[src/rtl/dts_pkg.sv]
package dts_pkg;
  typedef enum logic [2:0] {
    ST_IDLE,
    ST_WAIT_RDY,
    ST_FREEZE,
    ST_PRESENT,
    ST_LOAD_SEL,
    ST_LOAD_ACT,
    ST_HOLD,
    ST_DONE
  } seq_st_e;
endpackage

[src/rtl/dts_tap_comp.sv]
module dts_tap_comp #(
  parameter int REQ_W   = 10,
  parameter int TAP_W   = 9,
  parameter int OFS     = 40,
  parameter bit RX_SIDE = 1'b1
) (
  input  logic [REQ_W-1:0] raw_i,
  output logic [TAP_W-1:0] tap_o
);
  localparam int MAXV = (1 << TAP_W) - 1;
  localparam int CW   = ((REQ_W > TAP_W) ? REQ_W : TAP_W) + 2;

  logic signed [CW-1:0] wide;

  // receive-side lines lose the calibration alignment offset
  generate
    if (RX_SIDE) begin : g_rx
      always_comb wide = $signed({2'b00, raw_i}) - $signed(CW'(OFS));
    end else begin : g_tx
      always_comb wide = $signed({2'b00, raw_i});
    end
  endgenerate

  always_comb begin
    if (wide < 0)                          tap_o = '0;
    else if (wide > $signed(CW'(MAXV)))    tap_o = '1;
    else                                   tap_o = wide[TAP_W-1:0];
  end
endmodule

[src/rtl/dts_settle_timer.sv]
module dts_settle_timer #(
  parameter int LIMIT = 10
) (
  input  logic clk,
  input  logic rst,
  input  logic clr_i,
  input  logic en_i,
  output logic hit_o
);
  localparam int CW = $clog2(LIMIT + 1);

  logic [CW-1:0] cnt_q;

  always_ff @(posedge clk) begin
    if (rst || clr_i)         cnt_q <= '0;
    else if (en_i && !hit_o)  cnt_q <= cnt_q + 1'b1;
  end

  assign hit_o = (cnt_q == CW'(LIMIT - 1));
endmodule

[src/rtl/dts_pend_slot.sv]
module dts_pend_slot #(
  parameter int REQ_W = 10
) (
  input  logic             clk,
  input  logic             rst,
  input  logic             set_i,
  input  logic [REQ_W-1:0] val_i,
  input  logic             take_i,
  output logic             valid_o,
  output logic [REQ_W-1:0] val_o
);
  always_ff @(posedge clk) begin
    if (rst) begin
      valid_o <= 1'b0;
      val_o   <= '0;
    end else if (set_i) begin
      valid_o <= 1'b1;
      val_o   <= val_i;
    end else if (take_i) begin
      valid_o <= 1'b0;
    end
  end
endmodule

[src/rtl/dly_tap_seq.sv]
module dly_tap_seq
  import dts_pkg::*;
#(
  parameter int TAP_W     = 9,
  parameter int REQ_W     = 10,
  parameter int SETTLE    = 10,
  parameter int ALIGN_OFS = 40,
  parameter bit RX_SIDE   = 1'b1
) (
  input  logic             clk,
  input  logic             rst,
  input  logic             cal_rdy_i,
  input  logic             req_i,
  input  logic [REQ_W-1:0] req_tap_i,
  input  logic [TAP_W-1:0] tap_rb_i,
  output logic [TAP_W-1:0] tap_o,
  output logic             load_o,
  output logic             ce_o,
  output logic             vtc_en_o,
  output logic             busy_o,
  output logic             done_o,
  output logic             mismatch_o
);
  seq_st_e state_q, state_d;

  logic             start;
  logic             pend_v;
  logic [REQ_W-1:0] pend_val;
  logic [REQ_W-1:0] start_raw;
  logic [TAP_W-1:0] start_tap;
  logic [TAP_W-1:0] target_q;
  logic             tmr_hit;
  logic             tmr_en;
  logic             tmr_clr;

  // held request has priority; a fresh one arriving with it goes to the slot
  assign start_raw = pend_v ? pend_val : req_tap_i;

  dts_pend_slot #(.REQ_W(REQ_W)) u_pend (
    .clk     (clk),
    .rst     (rst),
    .set_i   (req_i && ((state_q != ST_IDLE) || pend_v)),
    .val_i   (req_tap_i),
    .take_i  (start && pend_v),
    .valid_o (pend_v),
    .val_o   (pend_val)
  );

  dts_tap_comp #(
    .REQ_W   (REQ_W),
    .TAP_W   (TAP_W),
    .OFS     (ALIGN_OFS),
    .RX_SIDE (RX_SIDE)
  ) u_comp (
    .raw_i (start_raw),
    .tap_o (start_tap)
  );

  assign tmr_en  = (state_q == ST_FREEZE) || (state_q == ST_HOLD);
  assign tmr_clr = (state_d != state_q);

  dts_settle_timer #(.LIMIT(SETTLE)) u_tmr (
    .clk   (clk),
    .rst   (rst),
    .clr_i (tmr_clr),
    .en_i  (tmr_en),
    .hit_o (tmr_hit)
  );

  always_comb begin
    state_d = state_q;
    start   = 1'b0;
    case (state_q)
      ST_IDLE: begin
        if (pend_v || req_i) begin
          state_d = ST_WAIT_RDY;
          start   = 1'b1;
        end
      end
      ST_WAIT_RDY: if (cal_rdy_i) state_d = ST_FREEZE;
      ST_FREEZE:   if (tmr_hit)   state_d = ST_PRESENT;
      ST_PRESENT:  state_d = ST_LOAD_SEL;
      ST_LOAD_SEL: state_d = ST_LOAD_ACT;
      ST_LOAD_ACT: state_d = ST_HOLD;
      ST_HOLD:     if (tmr_hit)   state_d = ST_DONE;
      ST_DONE:     state_d = ST_IDLE;
      default:     state_d = ST_IDLE;
    endcase
  end

  always_ff @(posedge clk) begin
    if (rst) begin
      state_q  <= ST_IDLE;
      target_q <= '0;
    end else begin
      state_q <= state_d;
      if (start) target_q <= start_tap;
    end
  end

  // outputs registered from the next state so they line up with state_q
  always_ff @(posedge clk) begin
    if (rst) begin
      tap_o      <= '0;
      load_o     <= 1'b0;
      ce_o       <= 1'b0;
      vtc_en_o   <= 1'b1;
      busy_o     <= 1'b0;
      done_o     <= 1'b0;
      mismatch_o <= 1'b0;
    end else begin
      load_o   <= (state_d == ST_LOAD_SEL) || (state_d == ST_LOAD_ACT);
      ce_o     <= (state_d == ST_LOAD_ACT);
      vtc_en_o <= (state_d == ST_IDLE) || (state_d == ST_WAIT_RDY) || (state_d == ST_DONE);
      busy_o   <= !((state_d == ST_IDLE) || (state_d == ST_DONE));
      done_o   <= (state_d == ST_DONE);
      if ((state_d == ST_PRESENT) && (state_q != ST_PRESENT))
        tap_o <= target_q;
      if ((state_d == ST_DONE) && (state_q != ST_DONE))
        mismatch_o <= (tap_rb_i != target_q);
    end
  end
endmodule

[config.mk]
export PLATFORM = sky130hd
export DESIGN_NAME = dly_tap_seq
export DESIGN_NICKNAME = d
export VERILOG_FILES = /design/src/rtl/dts_pkg.sv /design/src/rtl/dts_tap_comp.sv /design/src/rtl/dts_settle_timer.sv /design/src/rtl/dts_pend_slot.sv /design/src/rtl/dly_tap_seq.sv
export SDC_FILE = /design/constraint.sdc
export NUM_CORES = 1
export LEC_CHECK = 0
export ABC_AREA = 1
export CAP_MARGIN = 20
export CORE_MARGIN = 2
export CORE_UTILIZATION = 45
export CTS_CLUSTER_DIAMETER = 40
export CTS_CLUSTER_SIZE = 10
export DETAILED_ROUTE_END_ITERATION = 16
export MAX_ROUTING_LAYER = met4
export PLACE_DENSITY = 0.68
export SLEW_MARGIN = 20
export SYNTH_ARGS = -nofsm -noshare
export SYNTH_HDL_FRONTEND = slang
export SYNTH_SLANG_ARGS = --single-unit
[constraint.sdc]
create_clock -name clk -period 2.58 [get_ports clk]
set_input_delay 0.774 -clock clk [delete_from_list [all_inputs] [get_ports clk]]
set_output_delay 0.774 -clock clk [all_outputs]
set_load 0.02 [all_outputs]
==> impl_metrics.tcl, run 1 <==
set metrics [dict create \
    run_status "finished clean" \
    synth_seq_area_share 0.388 \
    synth_area_per_cell_um2 7.17 \
    relSlewSlack 0.581 \
    synthToLayoutAreaGrowth_pct 24.7 \
    grt.overflow.total 0 \
    worst-endpoint-arrival_ns 2.52 \
    crit_fanout 7 \
    postSynthRegisterBits 42 \
    worst_setup_path_start_kind "input port" \
    total_power_mw 1.61 \
    final_net_count 371 \
    grt_max_degree 21 \
    hold_path_end "u_pend.val_o[0]" \
    cp-end-kind "flip-flop" \
    setup_viol 0 \
    cts_max_path_bufs 2 \
    min_path_cells 2 \
    layoutNonFillerInstCount 400 \
    number_of_setup_buffers_added_after_cts 0 \
    track_usage 0.194 \
    grt_antenna_before_repair 0 \
    routed_wirelength_um 4330 \
    initial_core_util 0.461 \
    timing.setup.critical_path_class "input port to flip-flop" \
    leakagePower_nw 1.18 \
    vias 1959 \
    clk_latency_ns 0.29 \
    chipHeight_um 73.4 \
    cts.root.buffer_cell "sky130_fd_sc_hd__clkbuf_8" \
    worst-r2r-cell-count 14 \
    critical_path.cell_chain "clkdlybuf4s50_1, inv_1, nand2_1, nand2_1, ha_1, inv_1, nand3_1, nand3_1, nand2_1, nor2_1, nand3_4, nand3_1, nand2_1, a21oi_2" \
    place_worst_setup_slack_ns -0.0266 \
    gp_congestion 0.823 \
    tritoncts_num_sinks 42 \
    setup_ws_ns 0.289 \
    antenna-diode-count 0 \
    clock.fmax_mhz 437 \
    postSynthCellCount 302 \
    drive_gt1_frac 0.124 \
    rr_startpoint "u_pend.valid_o" \
    die_w_um 73.4 \
    cts.repair.resized 0 \
    post-route-period-util 0.888 \
    setup.reg_to_reg.worst_slack_ns 0.58 \
    final.setup.tns_ns 0 \
    worstHoldPathType "flip-flop to flip-flop" \
    ctsHtreeMaxLevel 2 \
    buffers_plus_inverters_on_the_worst_setup_path 3 \
    netlist_area_um2 2160 \
    post-route-min-period_ns 2.29 \
    worst-endpoint-required_ns 2.81 \
    global_route_wire_length_before_repair_um 7900 \
    timing.clock.skew_ns 0.00271 \
    max_cap_violations 0 \
    detailedPlacementHpwl_um 3310 \
    peakVddDrop_v 0.000323 \
    drt-wirelength-per-cell_um 10.8 \
    power_frac_clock 0.260 \
    drt-initial-drc-count 94 \
    cts.clk_slew.worst_paths_ns 0.08 \
    design.core.area_um2 4690 \
    rows 25 \
    rsz0062_at_grt "false" \
    drtAntennaViolNets 0 \
    critical_path.top_delay_family "simple AND/OR/NAND/NOR gates" \
    netSwitchingFraction 0.327 \
    io_pins 38 \
    number_of_buffers_created_by_cts 5 \
    crit_top_cell "sky130_fd_sc_hd__nand2_1" \
    drt_first_pass_iters 4 \
    pwr_density_cell_nw_per_um2 598 \
    cts_hold_fix_bufs 0 \
    cp_max_delay_cell "sky130_fd_sc_hd__clkdlybuf4s50_1" \
    regToRegEndpoint "target_q[1]" \
    die_area_um2 5380 \
    worst_margin_slew_ns 0.626 \
    route.detailed.vias_per_inst 4.90 \
    beginning_of_the_worst_hold_path "u_pend.val_o[0]" \
    drcViolationCount 0 \
    numPlacedInstances 392 \
    power.switching_mw 0.528 \
    cp_slowest_stage_delay_ns 0.47 \
    place.port_buffers 37 \
    internal-power_mw 1.09 \
    comb_power_share 0.276 \
    timing_max_transition_violations_final 0 \
    vias_in_the_first_global_route 1857 \
    seq_power_share 0.464 \
    synth_nets 328 \
    timing.final.hold_violations 0 \
    cts_tree "done" \
    yosysWarningCount 0 \
    post_synth_cell_types 33 \
]
## stage by stage
step / hold slack (ns) / area [µm²] / util
6_report: 0.456 / 2700 / 0.575
3_5_place_dp: 0.447 / 2610 / 0.557
4_1_cts: 0.461 / 2700 / 0.575
2_1_floorplan: 0.429 / 2160 / -
3_3_place_gp: 0.440 / 2610 / 0.557
5_1_grt: 0.495 / 2700 / 0.575
## flip-flops by register name, summed over array words and instances, names as in the netlist, 3 cells and up
| name | cells |
|---|---|
| state_q | 3 |
| tap_o | 9 |
| target_q | 9 |
| u_pend.val_o | 10 |
| u_tmr.cnt_q | 4 |
## worst max-delay path by stage
stage,start,end,slack (ns),cells after the start
floorplan,req_tap_i[4],target_q[5],0.54,13
global placement,req_tap_i[4],target_q[4],0.02,14
detailed placement,req_tap_i[4],target_q[1],-0.03,14
CTS,req_tap_i[4],target_q[1],0.29,14
global route,req_tap_i[4],target_q[2],0.11,14
finish,req_tap_i[4],target_q[1],0.29,14
## routing by layer
layer	GRT usage	vias to the layer above	wire length [µm]
li1	-	1043	-
met1	0.229	883	2040
met2	0.326	26	2090
met3	0.0370	7	119
met4	0.0727	0	78
met5	-	-	0
## cell usage after synthesis
master                      n  share of area
sky130_fd_sc_hd__or2_4      1         0.0040
sky130_fd_sc_hd__a31oi_4    1         0.0098
sky130_fd_sc_hd__nand2_4    1         0.0052
sky130_fd_sc_hd__nand2_2    7          0.020
sky130_fd_sc_hd__xnor2_1    3          0.012
sky130_fd_sc_hd__nand3_2    1         0.0046
sky130_fd_sc_hd__nand2_1   62           0.11
sky130_fd_sc_hd__dfxtp_1   42           0.39
sky130_fd_sc_hd__inv_1     38          0.066
sky130_fd_sc_hd__o21ai_1    6          0.014
sky130_fd_sc_hd__nand3b_1   1         0.0035
sky130_fd_sc_hd__or2_2      3         0.0087
sky130_fd_sc_hd__a21oi_1   14          0.032
sky130_fd_sc_hd__o21ai_4    2          0.015
sky130_fd_sc_hd__buf_1      1         0.0017
sky130_fd_sc_hd__a21oi_2    7          0.028
sky130_fd_sc_hd__and2_1     1         0.0029
sky130_fd_sc_hd__o21ai_0   22          0.051
sky130_fd_sc_hd__nor3_1     4         0.0092
sky130_fd_sc_hd__nor2_8     1         0.0092
sky130_fd_sc_hd__o31ai_1    1         0.0035
sky130_fd_sc_hd__buf_6      2          0.010
sky130_fd_sc_hd__nor2_1    42          0.073
sky130_fd_sc_hd__xor2_1     6          0.024
sky130_fd_sc_hd__o21ai_2    1         0.0040
sky130_fd_sc_hd__o211ai_1   3          0.010
sky130_fd_sc_hd__nand3_1   14          0.032
sky130_fd_sc_hd__ha_1       3          0.017
sky130_fd_sc_hd__clkbuf_1   6          0.010
sky130_fd_sc_hd__inv_2      2         0.0035
sky130_fd_sc_hd__nand3_4    1         0.0081
sky130_fd_sc_hd__nor3b_1    1         0.0035
sky130_fd_sc_hd__nand4_1    2         0.0058
## worst min-delay path: stages, from the launching register on
cell	delay [ns]
sky130_fd_sc_hd__dfxtp_1	0.30
sky130_fd_sc_hd__inv_1	0.06
sky130_fd_sc_hd__a21oi_1	0.05
## power groups by stage
stage / logic (mW) / clock network, mW / registers, mW
3_3_place_gp: 0.444 / 0 / 0.764
6_report: 0.446 / 0.420 / 0.749
5_1_grt: 0.515 / 0.455 / 0.756
3_5_place_dp: 0.450 / 0 / 0.764
4_1_cts: 0.453 / 0.441 / 0.749
2_1_floorplan: 0.323 / 0 / 0.763
## cell usage in the layout (no fill, tap or decap), drive strengths merged, types with 2 or more instances in the layout
master         instances
xor2                   6
ha                     3
clkbuf                 6
nand2                 70
dfxtp                 42
clkinv                 2
inv                   40
nor3                   4
buf                    8
nand4                  2
or2                    4
xnor2                  3
o21ai                 31
nor2                  43
clkdlybuf4s50         37
a21oi                 21
nand3                 16
o211ai                 3
## layout make-up
cell class	instances	area (µm²)
Sequential cell	42	841
Clock buffer	6	72.6
Timing Repair Buffer	45	430
Multi-Input combinational cell	211	1120
Tap cell	54	67.6
Fill cell	469	1990
Inverter	40	150
Clock inverter	2	13.8
## cell families (layout without fill, tap and decap cells)
| group | count (synthesis) | after routing | synth area share |
|---|---|---|---|
| XOR/XNOR | 9 | 9 | 0.0364 |
| buffers and inverters | 49 | 93 | 0.0919 |
| flip-flops | 42 | 42 | 0.388 |
| AO/OA/AOI/OAI | 57 | 57 | 0.168 |
| AND/OR/NAND/NOR | 142 | 142 | 0.298 |
| adder cells (fa/ha/maj) | 3 | 3 | 0.0173 |
Note: power is estimated with default switching activity, not from simulation.
==> inputs of run 2 (changes only) <==
--- a/config.mk
+++ b/config.mk
@@ -8,13 +8,14 @@
 export ABC_AREA = 1
 export CAP_MARGIN = 20
 export CORE_MARGIN = 2
-export CORE_UTILIZATION = 45
+export CORE_UTILIZATION = 52
 export CTS_CLUSTER_DIAMETER = 40
 export CTS_CLUSTER_SIZE = 10
 export DETAILED_ROUTE_END_ITERATION = 16
 export MAX_ROUTING_LAYER = met4
-export PLACE_DENSITY = 0.68
+export PLACE_DENSITY = 0.77
 export SLEW_MARGIN = 20
 export SYNTH_ARGS = -nofsm -noshare
 export SYNTH_HDL_FRONTEND = slang
+export SYNTH_HIERARCHICAL = 1
 export SYNTH_SLANG_ARGS = --single-unit
==> impl_metrics.tcl, run 2 <==
set metrics [dict create \
    run_status "finished clean" \
    yosysWarningCount 6 \
    route.detailed.vias_per_inst 4.91 \
    leakagePower_nw 1.28 \
    drtAntennaViolNets 0 \
    top_cell_type_by_total_area_after_synthesis "sky130_fd_sc_hd__dfxtp_1" \
    chipHeight_um 68.6 \
    postSynth.topFlopCell "sky130_fd_sc_hd__dfxtp_1" \
    hold-worst-slack_ns 0.489 \
    largest_register_ffs 10 \
    synth_largest_type_area_fraction 0.388 \
    rows 23 \
    relSlewSlack 0.675 \
    initial_core_util 0.542 \
    drive_gt1_frac 0.118 \
    worstHoldPathType "flip-flop to flip-flop" \
    design.core.area_um2 4000 \
    peakVddDrop_v 0.000320 \
    post-route-min-period_ns 2.41 \
    layout.cells.most_common_list "sky130_fd_sc_hd__nand2_1 (81), sky130_fd_sc_hd__nor2_1 (42), sky130_fd_sc_hd__dfxtp_1 (42)" \
    max_cap_violations 0 \
    regToRegEndpoint "target_q[3]" \
    number_of_buffers_created_by_cts 5 \
    worst_setup_path_start_kind "input port" \
    synth_area_per_cell_um2 6.57 \
    yosysMostFrequentCell "sky130_fd_sc_hd__nand2_1" \
    timing.setup.critical_path_class "input port to flip-flop" \
    drt_first_pass_iters 4 \
    cts.root.buffer_cell "sky130_fd_sc_hd__clkbuf_8" \
    drt-wirelength-per-cell_um 10.6 \
    worst-endpoint-required_ns 2.80 \
    share_of_flip_flops_with_an_asynchronous_set_or_reset_after_synthesis 0 \
    detailedPlacementHpwl_um 3250 \
    place.port_buffers 37 \
    synthToLayoutAreaGrowth_pct 27.7 \
    setup_ws_ns 0.171 \
    layout_commonest_cell "sky130_fd_sc_hd__nand2_1" \
    tritoncts_num_sinks 42 \
    postLayoutCellArea_um2 2770 \
    instance_area_after_placement_um2 2600 \
    hold_path_end "u_pend/val_o[3]" \
    crit_fanout 8 \
    final_net_count 399 \
    final.setup.tns_ns 0 \
    timing.final.hold_violations 0 \
    clk_latency_ns 0.29 \
    global_route_wire_length_before_repair_um 7800 \
    setup_viol 0 \
    track_usage 0.224 \
    postSynthCellCount 330 \
    top_regs "u_pend/val_o: 10 flops, tap_o: 9 flops, target_q: 9 flops" \
    cts_tree "done" \
    beginning_of_the_worst_hold_path "u_pend/val_o[3]" \
    synth_nets 356 \
    io_pins 38 \
    largest-register "u_pend/val_o" \
    gp_congestion 0.815 \
    pwr_density_cell_nw_per_um2 673 \
    grt_max_degree 21 \
    die_area_um2 4700 \
    min_path_cells 2 \
    post_synth_cell_types 28 \
    number_of_setup_buffers_added_after_cts 0 \
    timing_max_transition_violations_final 0 \
    cts.repair.resized 0 \
    drt-initial-drc-count 94 \
    rr_startpoint "u_pend/valid_o" \
    fillCellCount 377 \
    yosys-top-cells-area "sky130_fd_sc_hd__dfxtp_1 (39%), sky130_fd_sc_hd__nand2_1 (15%), sky130_fd_sc_hd__a21oi_1 (7.4%)" \
    routed_wirelength_um 4480 \
    synthTopCellsByCount "sky130_fd_sc_hd__nand2_1 (85), sky130_fd_sc_hd__dfxtp_1 (42), sky130_fd_sc_hd__inv_1 (42), sky130_fd_sc_hd__nor2_1 (42), sky130_fd_sc_hd__a21oi_1 (32)" \
    cts_hold_fix_bufs 0 \
    vias_in_the_first_global_route 1888 \
    vias 2082 \
    drcViolationCount 0 \
    grt.overflow.total 0 \
    worst-endpoint-arrival_ns 2.63 \
    post-route-period-util 0.934 \
    antenna-diode-count 0 \
    timing.clock.skew_ns 0.00752 \
    place_worst_setup_slack_ns -0.133 \
    synth-edff-count 0 \
    cts.clk_slew.worst_paths_ns 0.08 \
    ctsHtreeMaxLevel 2 \
    synth_seq_area_share 0.388 \
    postSynthRegisterBits 42 \
    worst_margin_slew_ns 0.487 \
    die_w_um 68.6 \
    setup.reg_to_reg.worst_slack_ns 0.56 \
    clock.fmax_mhz 415 \
    cp-end-kind "flip-flop" \
    worst-r2r-cell-count 14 \
    cts_max_path_bufs 2 \
    grt_antenna_before_repair 0 \
    netlist_area_um2 2170 \
]
-- run 2: cell types whose count changed in the layout (fill, tap and decap cells not counted), sizes merged, moves of 2 or more --
cell and change:
o211ai -3, a21oi +13, nand3 +4, xnor2 -2
clkinv -2, nand2 +20, bufinv +2, o21ai -2
xor2 -4, inv +7, or2 -3
-- run 2: final cells by class --
| cell class | instances | area (µm²) | area share |
|---|---|---|---|
| multi-input combinational | 231 | 1110 | 0.400 |
| sequential | 42 | 841 | 0.304 |
| timing repair buffer | 46 | 438 | 0.158 |
| inverter | 47 | 176 | 0.0637 |
| clock buffer | 6 | 82.6 | 0.0298 |
| tap | 50 | 62.6 | 0.0226 |
| clock inverter | 2 | 60.1 | 0.0217 |
-- run 2: power breakdown --
part	total, mW	internal, mW	switching, mW
Clock	0.635	0.413	0.222
Sequential	0.749	0.711	0.0379
Combinational	0.477	0.194	0.283
Total	1.86	1.32	0.543
-- run 2: worst max-delay path by stage --
stage	startpoint	slack [ns]	depth (start not counted)	to
5_1_grt	req_tap_i[3]	-0.01	16	target_q[3]
6_report	req_tap_i[3]	0.17	14	target_q[3]
4_1_cts	req_tap_i[3]	0.15	16	target_q[0]
2_1_floorplan	req_tap_i[3]	0.50	14	target_q[0]
3_3_place_gp	req_tap_i[3]	-0.07	13	target_q[3]
3_5_place_dp	req_tap_i[3]	-0.13	16	target_q[0]
-- run 2: critical path: stages --
cell	delay, ns
sky130_fd_sc_hd__clkdlybuf4s50_1	0.42
sky130_fd_sc_hd__nand2_1	0.07
sky130_fd_sc_hd__nand2_1	0.06
sky130_fd_sc_hd__inv_1	0.07
sky130_fd_sc_hd__ha_2	0.19
sky130_fd_sc_hd__buf_4	0.11
sky130_fd_sc_hd__nand2_1	0.06
sky130_fd_sc_hd__nor3_2	0.18
sky130_fd_sc_hd__nand3_1	0.12
sky130_fd_sc_hd__nand2_2	0.11
sky130_fd_sc_hd__nand2_4	0.08
sky130_fd_sc_hd__a21oi_1	0.12
sky130_fd_sc_hd__o21ai_0	0.10
sky130_fd_sc_hd__a21oi_1	0.16
-- run 2: routing by layer --
layer,vias to the layer above,GRT usage,wire (µm)
li1,1120,-,-
met1,904,0.271,2150
met2,49,0.370,2040
met3,9,0.0357,200
met4,0,0.0975,86
met5,-,-,0
-- run 2: cell families (layout without fill, tap and decap cells) --
| family | count (synthesis) | in the layout | synth area share |
|---|---|---|---|
| buf+inv | 57 | 101 | 0.113 |
| fa+ha+maj | 3 | 3 | 0.0173 |
| flops | 42 | 42 | 0.388 |
| compound gates | 65 | 65 | 0.158 |
| xor+xnor | 3 | 3 | 0.0121 |
| simple gates | 160 | 160 | 0.311 |
-- run 2: through the flow --
step / util / total power [mW] / cells
2_1_floorplan: - / 1.09 / 330
6_report: 0.692 / 1.86 / 424
3_5_place_dp: 0.650 / 1.22 / 416
4_1_cts: 0.685 / 1.85 / 424
3_3_place_gp: 0.650 / 1.21 / 416
5_1_grt: 0.692 / 1.98 / 424
==> inputs of run 3 (changes only) <==
--- a/config.mk
+++ b/config.mk
@@ -13,7 +13,7 @@
 export CTS_CLUSTER_SIZE = 10
 export DETAILED_ROUTE_END_ITERATION = 16
 export MAX_ROUTING_LAYER = met4
-export PLACE_DENSITY = 0.77
+export PLACE_DENSITY = 0.89
 export SLEW_MARGIN = 20
 export SYNTH_ARGS = -nofsm -noshare
 export SYNTH_HDL_FRONTEND = slang
==> constraint.sdc (replaced) <==
create_clock -name clk -period 2.7 [get_ports clk]
set_input_delay 0.81 -clock clk [delete_from_list [all_inputs] [get_ports clk]]
set_output_delay 0.81 -clock clk [all_outputs]
set_load 0.02 [all_outputs]
==> impl_metrics.tcl, run 3 (same netlist as run 2, synthesis figures left out) <==
set metrics [dict create \
    cp_slowest_stage_delay_ns 0.48 \
    rsz0062_at_grt "false" \
    power.switching_mw 0.528 \
    worst-endpoint-arrival_ns 2.67 \
    crit_top_cell "sky130_fd_sc_hd__nand2_1" \
    route.detailed.vias_per_inst 5.02 \
    layout.cells.most_common_list "sky130_fd_sc_hd__nand2_1 (83), sky130_fd_sc_hd__inv_1 (42), sky130_fd_sc_hd__nor2_1 (42), sky130_fd_sc_hd__dfxtp_1 (42), sky130_fd_sc_hd__clkdlybuf4s50_1 (37)" \
    largest_register_ffs 10 \
    comb_power_share 0.256 \
    power_frac_clock 0.337 \
    clock.fmax_mhz 409 \
    ctsHtreeMaxLevel 2 \
    buffers_plus_inverters_on_the_worst_setup_path 3 \
    drcViolationCount 0 \
    detailedPlacementHpwl_um 3370 \
    drt-wirelength-per-cell_um 10.8 \
    rows 23 \
    setup_viol 0 \
    highest_layer "met4" \
    design.core.area_um2 4000 \
    drt-initial-drc-count 91 \
    die_w_um 68.6 \
    seq_power_share 0.408 \
    timing.clock.skew_ns 0.00872 \
    number_of_setup_buffers_added_after_cts 0 \
    timing.setup.critical_path_class "input port to flip-flop" \
    antenna-diode-count 0 \
    grt_max_degree 21 \
    vias_in_the_first_global_route 1902 \
    worst_margin_slew_ns 0.516 \
    io_pins 38 \
    final_net_count 398 \
    grt_antenna_before_repair 0 \
    internal-power_mw 1.23 \
    cts.clk_slew.worst_paths_ns 0.08 \
    pwr_density_cell_nw_per_um2 640 \
    place.port_buffers 37 \
    peakVddDrop_v 0.000284 \
    total_power_mw 1.76 \
    vias 2124 \
    critical_path.cell_chain "clkdlybuf4s50_1, nand2_1, nand2_1, inv_1, ha_1, inv_1, nand2_2, nand2_1, nand2_1, nand2_1, nand3_1, nand2_2, nand2_4, a21oi_2, o21ai_0, a21oi_1" \
    largest-register "u_pend/val_o" \
    place_worst_setup_slack_ns -0.0513 \
    global_route_wire_length_before_repair_um 8050 \
    max_cap_violations 0 \
    cts_tree "done" \
    numPlacedInstances 415 \
    cp_max_delay_cell "sky130_fd_sc_hd__clkdlybuf4s50_1" \
    worst_setup_path_start_kind "input port" \
    clk_latency_ns 0.30 \
    detail_route.wirelength.met1_um 2070 \
    crit_fanout 8 \
    worstHoldPathType "flip-flop to flip-flop" \
    drtAntennaViolNets 0 \
    timing_max_transition_violations_final 0 \
    tritoncts_num_sinks 42 \
    post-route-period-util 0.906 \
    top_regs "u_pend/val_o: 10 flops, tap_o: 9 flops, target_q: 9 flops" \
    hold-worst-slack_ns 0.490 \
    setup_ws_ns 0.254 \
    run_status "finished clean" \
    drive_gt1_frac 0.105 \
    worst-endpoint-required_ns 2.92 \
    chipHeight_um 68.6 \
    cp-end-kind "flip-flop" \
    layoutNonFillerInstCount 423 \
    wl_met2_um 2170 \
    drt_first_pass_iters 4 \
    leakagePower_nw 1.28 \
    post-route-min-period_ns 2.45 \
    initial_core_util 0.542 \
    relSlewSlack 0.656 \
    layout_commonest_cell "sky130_fd_sc_hd__nand2_1" \
    timing.final.hold_violations 0 \
    critical_path.top_delay_family "simple AND/OR/NAND/NOR gates" \
    gp_congestion 0.904 \
    track_usage 0.234 \
    routed-wl-met3_um 264 \
    netSwitchingFraction 0.300 \
    cts_max_path_bufs 2 \
    routed_wirelength_um 4570 \
    synthToLayoutAreaGrowth_pct 26.7 \
    cts.root.buffer_cell "sky130_fd_sc_hd__clkbuf_8" \
    die_area_um2 4700 \
    grt.overflow.total 0 \
    number_of_buffers_created_by_cts 5 \
]
## run 3: routing by layer
metal	up-vias	GRT usage
met2	58	0.391
met1	936	0.281
met5	-	-
met4	0	0.0750
li1	1123	-
met3	7	0.0487
## run 3: path summary, 6_finish.rpt
kind	end	start	slack, ns	depth (start not counted)
setup / recovery	target_q[1]	req_tap_i[3]	0.25	16
hold / removal	u_pend/val_o[3]	u_pend/val_o[3]	0.49	2
hold reg to reg	u_pend/val_o[3]	u_pend/val_o[3]	0.49	2
setup reg to reg	target_q[1]	u_pend/valid_o	0.70	16
## run 3: cell type report
| class | count | area [µm²] |
|---|---|---|
| tap | 50 | 62.6 |
| inverter | 47 | 176 |
| multi-input combinational | 231 | 1100 |
| clock buffer | 5 | 68.8 |
| clock inverter | 3 | 68.8 |
| fill | 354 | 1250 |
| sequential | 42 | 841 |
| timing repair buffer | 45 | 430 |
## run 3: power by group through the flow
stage                     Clock (mW)  Sequential (mW)  Combinational [mW]
after floorplan                    0            0.725               0.314
after global placement             0            0.726               0.419
after detailed placement           0            0.731               0.431
after CTS                      0.605            0.717               0.435
after global routing           0.626            0.725               0.510
final                          0.591            0.717               0.449
## run 3: timing repair
action,4_1_cts,5_1_grt
hold buffers,0,0
resized for setup,0,5
endpoints found under the setup margin,0,6
## run 3: tightest hold or removal path, stage by stage (launching register included)
cell	delay, ns
sky130_fd_sc_hd__dfxtp_1	0.33
sky130_fd_sc_hd__o21ai_1	0.06
sky130_fd_sc_hd__nor2_1	0.07
## run 3: stage by stage
step	setup TNS, ns	area, µm²	util
after floorplan	0	2170	-
after global placement	0	2590	0.648
after detailed placement	-0.256	2590	0.648
after CTS	0	2730	0.682
after global routing	0	2750	0.687
final	0	2750	0.687
